**src/rtl/irq_route_entry.sv**
```systemverilog
module irq_route_entry #(
  parameter int VEC_W   = 8,
  parameter int VERSION = 32'h20
) (
  input  logic             clk,
  input  logic             rst_n,
  input  logic             reg_wr,
  input  logic             reg_sel,
  input  logic [VEC_W+3:0] reg_wdata,
  output logic [VEC_W+3:0] reg_rdata,
  input  logic             irq_line,
  output logic             req_valid,
  input  logic             req_ready,
  output logic [VEC_W-1:0] req_vector,
  output logic             req_smi
);
  localparam int SMI_B = VEC_W;
  localparam int LVL_B = VEC_W + 1;
  localparam int MSK_B = VEC_W + 2;
  localparam int IRR_B = VEC_W + 3;
  localparam bit HAS_EOI = (VERSION >= 32'h20);

  logic [VEC_W-1:0] vector;
  logic smi, lvl, mask, rirr, pend, line_q;

  wire ent_wr   = reg_wr & ~reg_sel;
  wire eoi_wr   = reg_wr & reg_sel;
  wire rise     = irq_line & ~line_q;
  wire accept   = req_valid & req_ready;
  wire eoi_hit  = HAS_EOI && eoi_wr && lvl && (reg_wdata[VEC_W-1:0] == vector);
  wire edge_hit = !HAS_EOI && ent_wr && !reg_wdata[LVL_B];
  wire unused_ro = reg_wdata[IRR_B];

  always_ff @(posedge clk) begin
    if (!rst_n) begin
      vector <= '0;
      smi    <= 1'b0;
      lvl    <= 1'b0;
      mask   <= 1'b1;
    end else if (ent_wr) begin
      vector <= reg_wdata[VEC_W-1:0];
      smi    <= reg_wdata[SMI_B];
      lvl    <= reg_wdata[LVL_B];
      mask   <= reg_wdata[MSK_B];
    end
  end

  always_ff @(posedge clk) begin
    if (!rst_n) line_q <= 1'b0;
    else        line_q <= irq_line;
  end

  always_ff @(posedge clk) begin
    if (!rst_n)            pend <= 1'b0;
    else if (mask || lvl)  pend <= 1'b0;
    else if (rise)         pend <= 1'b1;
    else if (accept)       pend <= 1'b0;
  end

  always_ff @(posedge clk) begin
    if (!rst_n)                  rirr <= 1'b0;
    else if (accept && lvl)      rirr <= 1'b1;
    else if (eoi_hit || edge_hit) rirr <= 1'b0;
  end

  assign req_valid  = !mask && (lvl ? (irq_line && !rirr) : pend);
  assign req_vector = vector;
  assign req_smi    = smi;
  assign reg_rdata  = {rirr, mask, lvl, smi, vector};
endmodule

```
**config.mk**
```make
export PLATFORM = sky130hd
export DESIGN_NAME = irq_route_entry
export DESIGN_NICKNAME = d
export VERILOG_FILES = /design/src/rtl/irq_route_entry.sv
export SDC_FILE = /design/constraint.sdc
export NUM_CORES = 1
export LEC_CHECK = 0
export ABC_AREA = 1
export BUFFER_PORTS_ARGS = -buffer_cell sky130_fd_sc_hd__buf_2
export CORE_UTILIZATION = 47
export DETAILED_ROUTE_END_ITERATION = 8
export PLACE_DENSITY = 0.82
export SLEW_MARGIN = 30
export SYNTH_ARGS = -nofsm -noshare
export SYNTH_HDL_FRONTEND = slang
export SYNTH_SLANG_ARGS = --single-unit
```
**constraint.sdc**
```tcl
create_clock -name clk -period 1.63 [get_ports clk]
set_input_delay 0.0815 -clock clk [delete_from_list [all_inputs] [get_ports clk]]
set_output_delay 0.0815 -clock clk [all_outputs]
set_load 0.02 [all_outputs]
```
==> results of run 1 <==
==> power by group <==
group | leakage, nW | internal (mW) | switching (mW)
Clock | 0.0210 | 0.136 | 0.116
Sequential | 0.115 | 0.362 | 0.0180
Combinational | 0.397 | 0.0636 | 0.109
Total | 0.533 | 0.561 | 0.243
==> sequential cells by signal (all words and copies together), names as in the netlist <==
register	cells
line_q	1
pend	1
req_vector	8
mask	1
lvl	1
req_smi	1
rirr	1
==> critical path, stage by stage <==
cell           delay (ps)
dlygate4sd3_1         510
buf_2                 100
inv_1                  50
nor2_2                 80
nand2_1                90
a21oi_4               140
buf_2                 180
==> worst max-delay path by stage <==
stage | start | end | slack (ps) | cells after the start
finish | irq_line | req_valid | 320 | 7
global route | irq_line | req_valid | 250 | 7
CTS | irq_line | req_valid | 300 | 7
detailed placement | reg_sel | mask$_SDFFE_PN1P_ | 550 | 6
global placement | reg_sel | mask$_SDFFE_PN1P_ | 590 | 6
floorplan | req_vector[1]$_SDFFE_PN0P_ | rirr$_SDFFE_PN0P_ | 590 | 7
==> cell usage after synthesis (2+ instances only) <==
cell type,n
o21ai_0,10
buf_4,13
nand2_1,28
inv_1,20
nand3_1,2
nor2_1,13
dfxtp_1,14
a21oi_1,8
==> metal layers <==
metal	track usage (%)	part of all wire [%]	vias up
li1	-	-	402
met1	22.3	45	324
met2	30.6	48	30
met3	5.53	5.9	2
met4	7.50	0.64	0
met5	0	0	-
==> cells in the final DEF (no fill, tap or decap) <==
| master | count |
|---|---|
| nand4_1 | 1 |
| a21oi_4 | 1 |
| nor2_2 | 1 |
| nor2_1 | 13 |
| o211ai_1 | 1 |
| nand2_2 | 1 |
| a21oi_1 | 8 |
| nand2_1 | 28 |
| nand3_1 | 2 |
| a21oi_2 | 1 |
| clkbuf_4 | 3 |
| buf_2 | 38 |
| clkbuf_8 | 1 |
| dfxtp_1 | 14 |
| inv_1 | 20 |
| xor2_1 | 1 |
| dlygate4sd3_1 | 1 |
| or2_2 | 1 |
| o21ai_0 | 10 |
==> what timing repair did <==
| item | in CTS | in global routing |
|---|---|---|
| hold endpoints to repair | 1 | 0 |
| setup endpoints to repair | 0 | 0 |
| setup buffers | 0 | 0 |
| hold buffers | 1 | 0 |
| resized for setup | 0 | 0 |
==> kinds of logic (layout without fill, tap and decap cells) <==
logic type                after synthesis  in the layout  synth area share (%)
and+or+nand+nor                        47             47                  24.3
buffers and inverters                  34             63                  22.8
AOI/OAI and AO/OA                      21             21                  15.8
DFF                                    14             14                  36.0
xor gates and xnor gates                1              1                  1.13
==> cell type report <==
type	instances	share of cell area (%)
Clock buffer	4	3.89
Inverter	20	8.05
Multi-Input combinational cell	69	34.4
Sequential cell	14	30.1
Tap cell	16	2.15
Timing Repair Buffer	39	21.5
==> run summary, run 1 <==
PD cells - 863 mW/mm2
register area - 280 um2
CTS Buf Count - 3
internal reg-to-reg setup slack - 620 ps
clock root buffer master - clkbuf_4
Syn Nets - 135
dpl ws - 547 ps
Detailed Route WL - 1.56 mm
register area share after synthesis - 36.0%
vias in the first global route - 663
Peak supply drop - 636 uV
Worst Path Arrival - 1230 ps
unrepaired setup endpoints after global routing - no
H-tree Lvls - 1
clock slew at reported path FFs - 90 ps
Setup-failing EPs final - 0
hold path startpoint - reg_wdata[10]
RR Endpoint - rirr$_SDFFE_PN0P_
Min Hold Slack - 19.8 ps
FP Rows - 14
RR Startpoint - lvl$_SDFFE_PN0P_
number of max-cap violations - 0
drt via density - 4.68
area grow syn2layout - 19.8%
post-synth top area cell - dfxtp_1
CTS Buffer Depth - 2
crit path kind - input port to primary output
Area contributors post-synth - dfxtp_1, nand2_1, buf_4, inv_1, o21ai_0
IO Count - 40
Yosys top cell area share - 36.0%
status - finished clean
fillers - 139
final HPWL from detailed placement - 1.16 mm
Post-Syn Area - 778 um2
TNS Setup - 0 ps
Avg Synthesized Cell Area - 6.65 um2
Initial DRT Pass Iterations - 4
post-synth cell types - 17
Die H - 42.7 um
nets - 165
1st-iter DRT viols - 12
Core ar. - 0.00152 mm2
Worst-Margin Slew - 493 ps
WP data required - 1550 ps
Layout Cell Area excl Fill - 932 um2
ratio of final minimum period to clock period - 80.3%
Syn. warnings - 0
setup ws final - 320 ps
GRT overflow - 0
vias - 758
clk sinks - 14
worst-case reg-to-reg path depth - 7
first-pass GRT wire length - 2.59 mm
die area - 0.00182 mm2
layout cell share with drive strength beyond 1 - 32.2%
DRT antenna net count - 0
CP Launch Type - input port
final core occ - 61.2%
hold path cells - 3
Crit. End Element - primary output
Final Hold Fails - 0
Hold EP - mask$_SDFFE_PN1P_
fin. max-slew vios - 0
die width - 42.7 um
Worst slew margin - 67.1%
largest net degree at the start of global routing - 19
Synth async-reset ratio - 0%
#FFs+latches synth - 14
dpl cell area - 886 um2
fmax - 764 MHz
initial antenna violation count - 0
number of flops mapped to enable cells by yosys - 0
Post-synth top flop - dfxtp_1
Port Buffers - 38
post-route insts no fill - 162
Multi-input gate area - 320 um2
Inserted Diodes - 0
Placed Cells - 157
routability cong. - 0.717
Wirelength per Cell - 9.62 um
GRT Util Overall - 18.6%
hold crit path type - input port to register
CTS tree - yes
residual DRC count - 0
Tmin final - 1310 ps
Static Leak - 0.533 nW
CP Max Fanout - 3
initial core utilization - 51.1%
Design Power - 0.804 mW
final clock skew - 3.06 ps
Clock Latency Late Sink - 280 ps
Post-Syn Instances - 117
Note: power is estimated with default switching activity, not from simulation.
==> inputs of run 2 (changes only) <==
--- a/config.mk
+++ b/config.mk
@@ -5,11 +5,12 @@
 export SDC_FILE = /design/constraint.sdc
 export NUM_CORES = 1
 export LEC_CHECK = 0
-export ABC_AREA = 1
+export ABC_AREA = 0
 export BUFFER_PORTS_ARGS = -buffer_cell sky130_fd_sc_hd__buf_2
-export CORE_UTILIZATION = 47
+export CORE_ASPECT_RATIO = 0.75
+export CORE_UTILIZATION = 38
 export DETAILED_ROUTE_END_ITERATION = 8
-export PLACE_DENSITY = 0.82
+export PLACE_DENSITY = 0.72
 export SLEW_MARGIN = 30
 export SYNTH_ARGS = -nofsm -noshare
 export SYNTH_HDL_FRONTEND = slang
==> constraint.sdc (replaced) <==
create_clock -name clk -period 1.2 [get_ports clk]
set_input_delay 0.06 -clock clk [delete_from_list [all_inputs] [get_ports clk]]
set_output_delay 0.06 -clock clk [all_outputs]
set_load 0.02 [all_outputs]
==> run summary, run 2 <==
routability cong. - 0.728 (was 0.717)
nets - 139 (was 165)
drt via density - 4.77 (was 4.68)
logic gate share of total power - 18.6% (was 21.4%)
setup ws final - 75.9 ps (was 320 ps)
Max stage delay cell, worst path - dfxtp_4 (was dlygate4sd3_1)
Setup-failing EPs final - 0 (unchanged)
CTS tree - yes (unchanged)
Die H - 40.3 um (was 42.7 um)
number of max-cap violations - 0 (unchanged)
residual DRC count - 0 (unchanged)
clock slew at reported path FFs - 90 ps (about the same)
worst path cell trace - mux2i_1 > nor2_1 > buf_4 (was dlygate4sd3_1 > buf_2 > inv_1 > nor2_2 > nand2_1 > a21oi_4 > buf_2)
clock root buffer master - clkbuf_4 (unchanged)
Avg Synthesized Cell Area - 8.34 um2 (was 6.65 um2)
Design Power - 1.03 mW (was 0.804 mW)
Worst-Margin Slew - 465 ps (was 493 ps)
hold crit path type - input port to register (unchanged)
die width - 53.0 um (was 42.7 um)
dpl cell area - 853 um2 (was 886 um2)
layout cell share with drive strength beyond 1 - 40.0% (was 32.2%)
Synth top cells by count - nand2_1, dfxtp_1, buf_4, a21boi_1, xor2_1 (was nand2_1, inv_1, dfxtp_1, buf_4, nor2_1)
dpl ws - 149 ps (was 547 ps)
Wirelength per Cell - 10.9 um (was 9.62 um)
initial antenna violation count - 0 (unchanged)
GRT overflow - 0 (unchanged)
Crit. Startpoint - lvl$_SDFFE_PN0P_ (was irq_line)
die area - 0.00214 mm2 (was 0.00182 mm2)
Peak supply drop - 720 uV (was 636 uV)
first-pass GRT wire length - 2.49 mm (was 2.59 mm)
Detailed Route WL - 1.55 mm (was 1.56 mm)
Worst Path Buf+Inv - 1 (was 4)
P_int - 0.751 mW (was 0.561 mW)
sw frac - 26.8% (was 30.2%)
most common cell after layout, fill and taps aside - buf_2 (unchanged)
TNS Setup - 0 ps (unchanged)
PD cells - 1100 mW/mm2 (was 863 mW/mm2)
Multi-input gate area - 350 um2 (was 320 um2)
H-tree Lvls - 1 (unchanged)
net load switching power - 0.274 mW (was 0.243 mW)
Post-Syn Instances - 89 (was 117)
DRT antenna net count - 0 (unchanged)
final HPWL from detailed placement - 1.10 mm (was 1.16 mm)
Post-synth top flop - dfxtp_1 (unchanged)
#FFs+latches synth - 14 (unchanged)
hold path startpoint - reg_wdata[8] (was reg_wdata[10])
initial core utilization - 41.5% (was 51.1%)
CTS Buf Count - 3 (unchanged)
GRT Util Overall - 17.1% (was 18.6%)
Layout Cell Area excl Fill - 935 um2 (was 932 um2)
CP Launch Type - register (was input port)
highest-count cells in the layout ignoring fill and taps - buf_2, nand2_1, dfxtp_1, a21boi_1, xor2_1 (was buf_2, nand2_1, inv_1, dfxtp_1, nor2_1)
Syn Nets - 107 (was 135)
IO Count - 40 (unchanged)
Final Hold Fails - 0 (unchanged)
WP data required - 1140 ps (was 1550 ps)
register area share after synthesis - 37.8% (was 36.0%)
FP Rows - 13 (was 14)
CP Max Fanout - 6 (was 3)
Worst slew margin - 69.0% (was 67.1%)
post-synth cell types - 25 (was 17)
Post-Syn Area - 742 um2 (was 778 um2)
post-synth top area cell - dfxtp_1 (unchanged)
Inserted Diodes - 0 (unchanged)
Initial DRT Pass Iterations - 4 (unchanged)
largest net degree at the start of global routing - 15 (was 19)
most common cell in the synthesized netlist - nand2_1 (unchanged)
register area - 285 um2 (was 280 um2)
Flop pwr share - 49.2% (was 47.3%)
Core ar. - 0.00179 mm2 (was 0.00152 mm2)
CTS Buffer Depth - 2 (unchanged)
ratio of final minimum period to clock period - 93.7%
clk sinks - 14 (unchanged)
Worst Path Arrival - 1060 ps (was 1230 ps)
Static Leak - 0.489 nW (was 0.533 nW)
crit-path max cell delay - 380 ps (was 510 ps)
fillers - 194 (was 139)
max FFs per register - 8 (unchanged)
status - finished clean (unchanged)
1st-iter DRT viols - 15 (was 12)
clock network power share - 32.3% (was 31.3%)
internal reg-to-reg setup slack - 140 ps (was 620 ps)
vias in the first global route - 610 (was 663)
Area contributors post-synth - dfxtp_1, buf_4, nand2_1, xor2_1, a21boi_1 (was dfxtp_1, nand2_1, buf_4, inv_1, o21ai_0)
Tmin final - 1120 ps
vias - 677 (was 758)
fmax - 890 MHz
fin. max-slew vios - 0 (unchanged)
area grow syn2layout - 26.0% (was 19.8%)
final clock skew - 7.60 ps (was 3.06 ps)
number of flops mapped to enable cells by yosys - 0 (unchanged)
RR Startpoint - mask$_SDFFE_PN1P_ (was lvl$_SDFFE_PN0P_)
Clock Latency Late Sink - 280 ps (about the same)
Syn. warnings - 0 (unchanged)
Yosys top cell area share - 37.8% (was 36.0%)
Synth async-reset ratio - 0% (unchanged)
Port Buffers - 38 (unchanged)
crit-path leading delay family - flip-flops (was buffers and inverters)
Crit. End Element - primary output (unchanged)
crit path kind - register to primary output (was input port to primary output)
run 2: changes by cell type in the layout (fill, tap and decap cells not counted), sizes merged, moves of 2 or more:
cell,before,now
a21boi,0,10
o21ai,10,1
buf,38,40
nor2,14,2
nand2,29,22
inv,20,2
xor2,1,8
a21oi,10,0
run 2: per-stage QoR:
step,utilization (%),hold WS (ps),cells
floorplan,-,182,89
global route,52.2,25.5,142
finish,52.2,15.8,142
global placement,47.7,270,134
CTS,51.0,2.32,140
detailed placement,47.7,277,134
run 2: cell type report:
class	instances	share of cell area, %
tap	22	2.95
multi-input combinational	58	37.5
inverter	2	0.803
timing repair buffer	42	24.4
clock buffer	4	3.88
sequential	14	30.5
run 2: repair_timing:
action	4_1_cts	5_1_grt
resized for setup	2	3
hold buffers	2	0
setup buffers	0	2
pin swaps	0	1
endpoints found under the setup margin	1	1
endpoints found under the hold margin	2	0
run 2: logic make-up after synthesis:
| family | Yosys count | synth area share [%] |
|---|---|---|
| and+or+nand+nor | 35 | 21.9 |
| buffers and inverters | 17 | 15.3 |
| xor gates and xnor gates | 8 | 9.44 |
| DFF | 14 | 37.8 |
| AOI/OAI and AO/OA | 14 | 14.2 |
| muxes | 1 | 1.35 |
run 2: layer usage:
metal	share of wire, %	track usage (%)	vias to the layer above
li1	-	-	339
met1	48	19.1	303
met2	45	30.4	33
met3	7.1	6.82	2
met4	0.39	5.26	0
met5	0	0	-
run 2: final timing paths:
path                                              to  cells after the start
worst max-delay path                       req_valid                      3
worst min-delay path            req_smi$_SDFFE_PN0P_                      3
worst max register to register     rirr$_SDFFE_PN0P_                      3
worst min register to register  req_smi$_SDFFE_PN0P_                      2
run 2: tightest hold or removal path, stage by stage:
cell      delay, ps
buf_2            90
nand2_1          50
a21boi_1         50
run 2: power groups by stage:
stage	clock network (mW)	logic, mW	registers, mW
CTS	0.347	0.187	0.506
detailed placement	0	0.181	0.516
global route	0.373	0.211	0.508
global placement	0	0.178	0.514
finish	0.331	0.190	0.504
floorplan	0	0.115	0.531
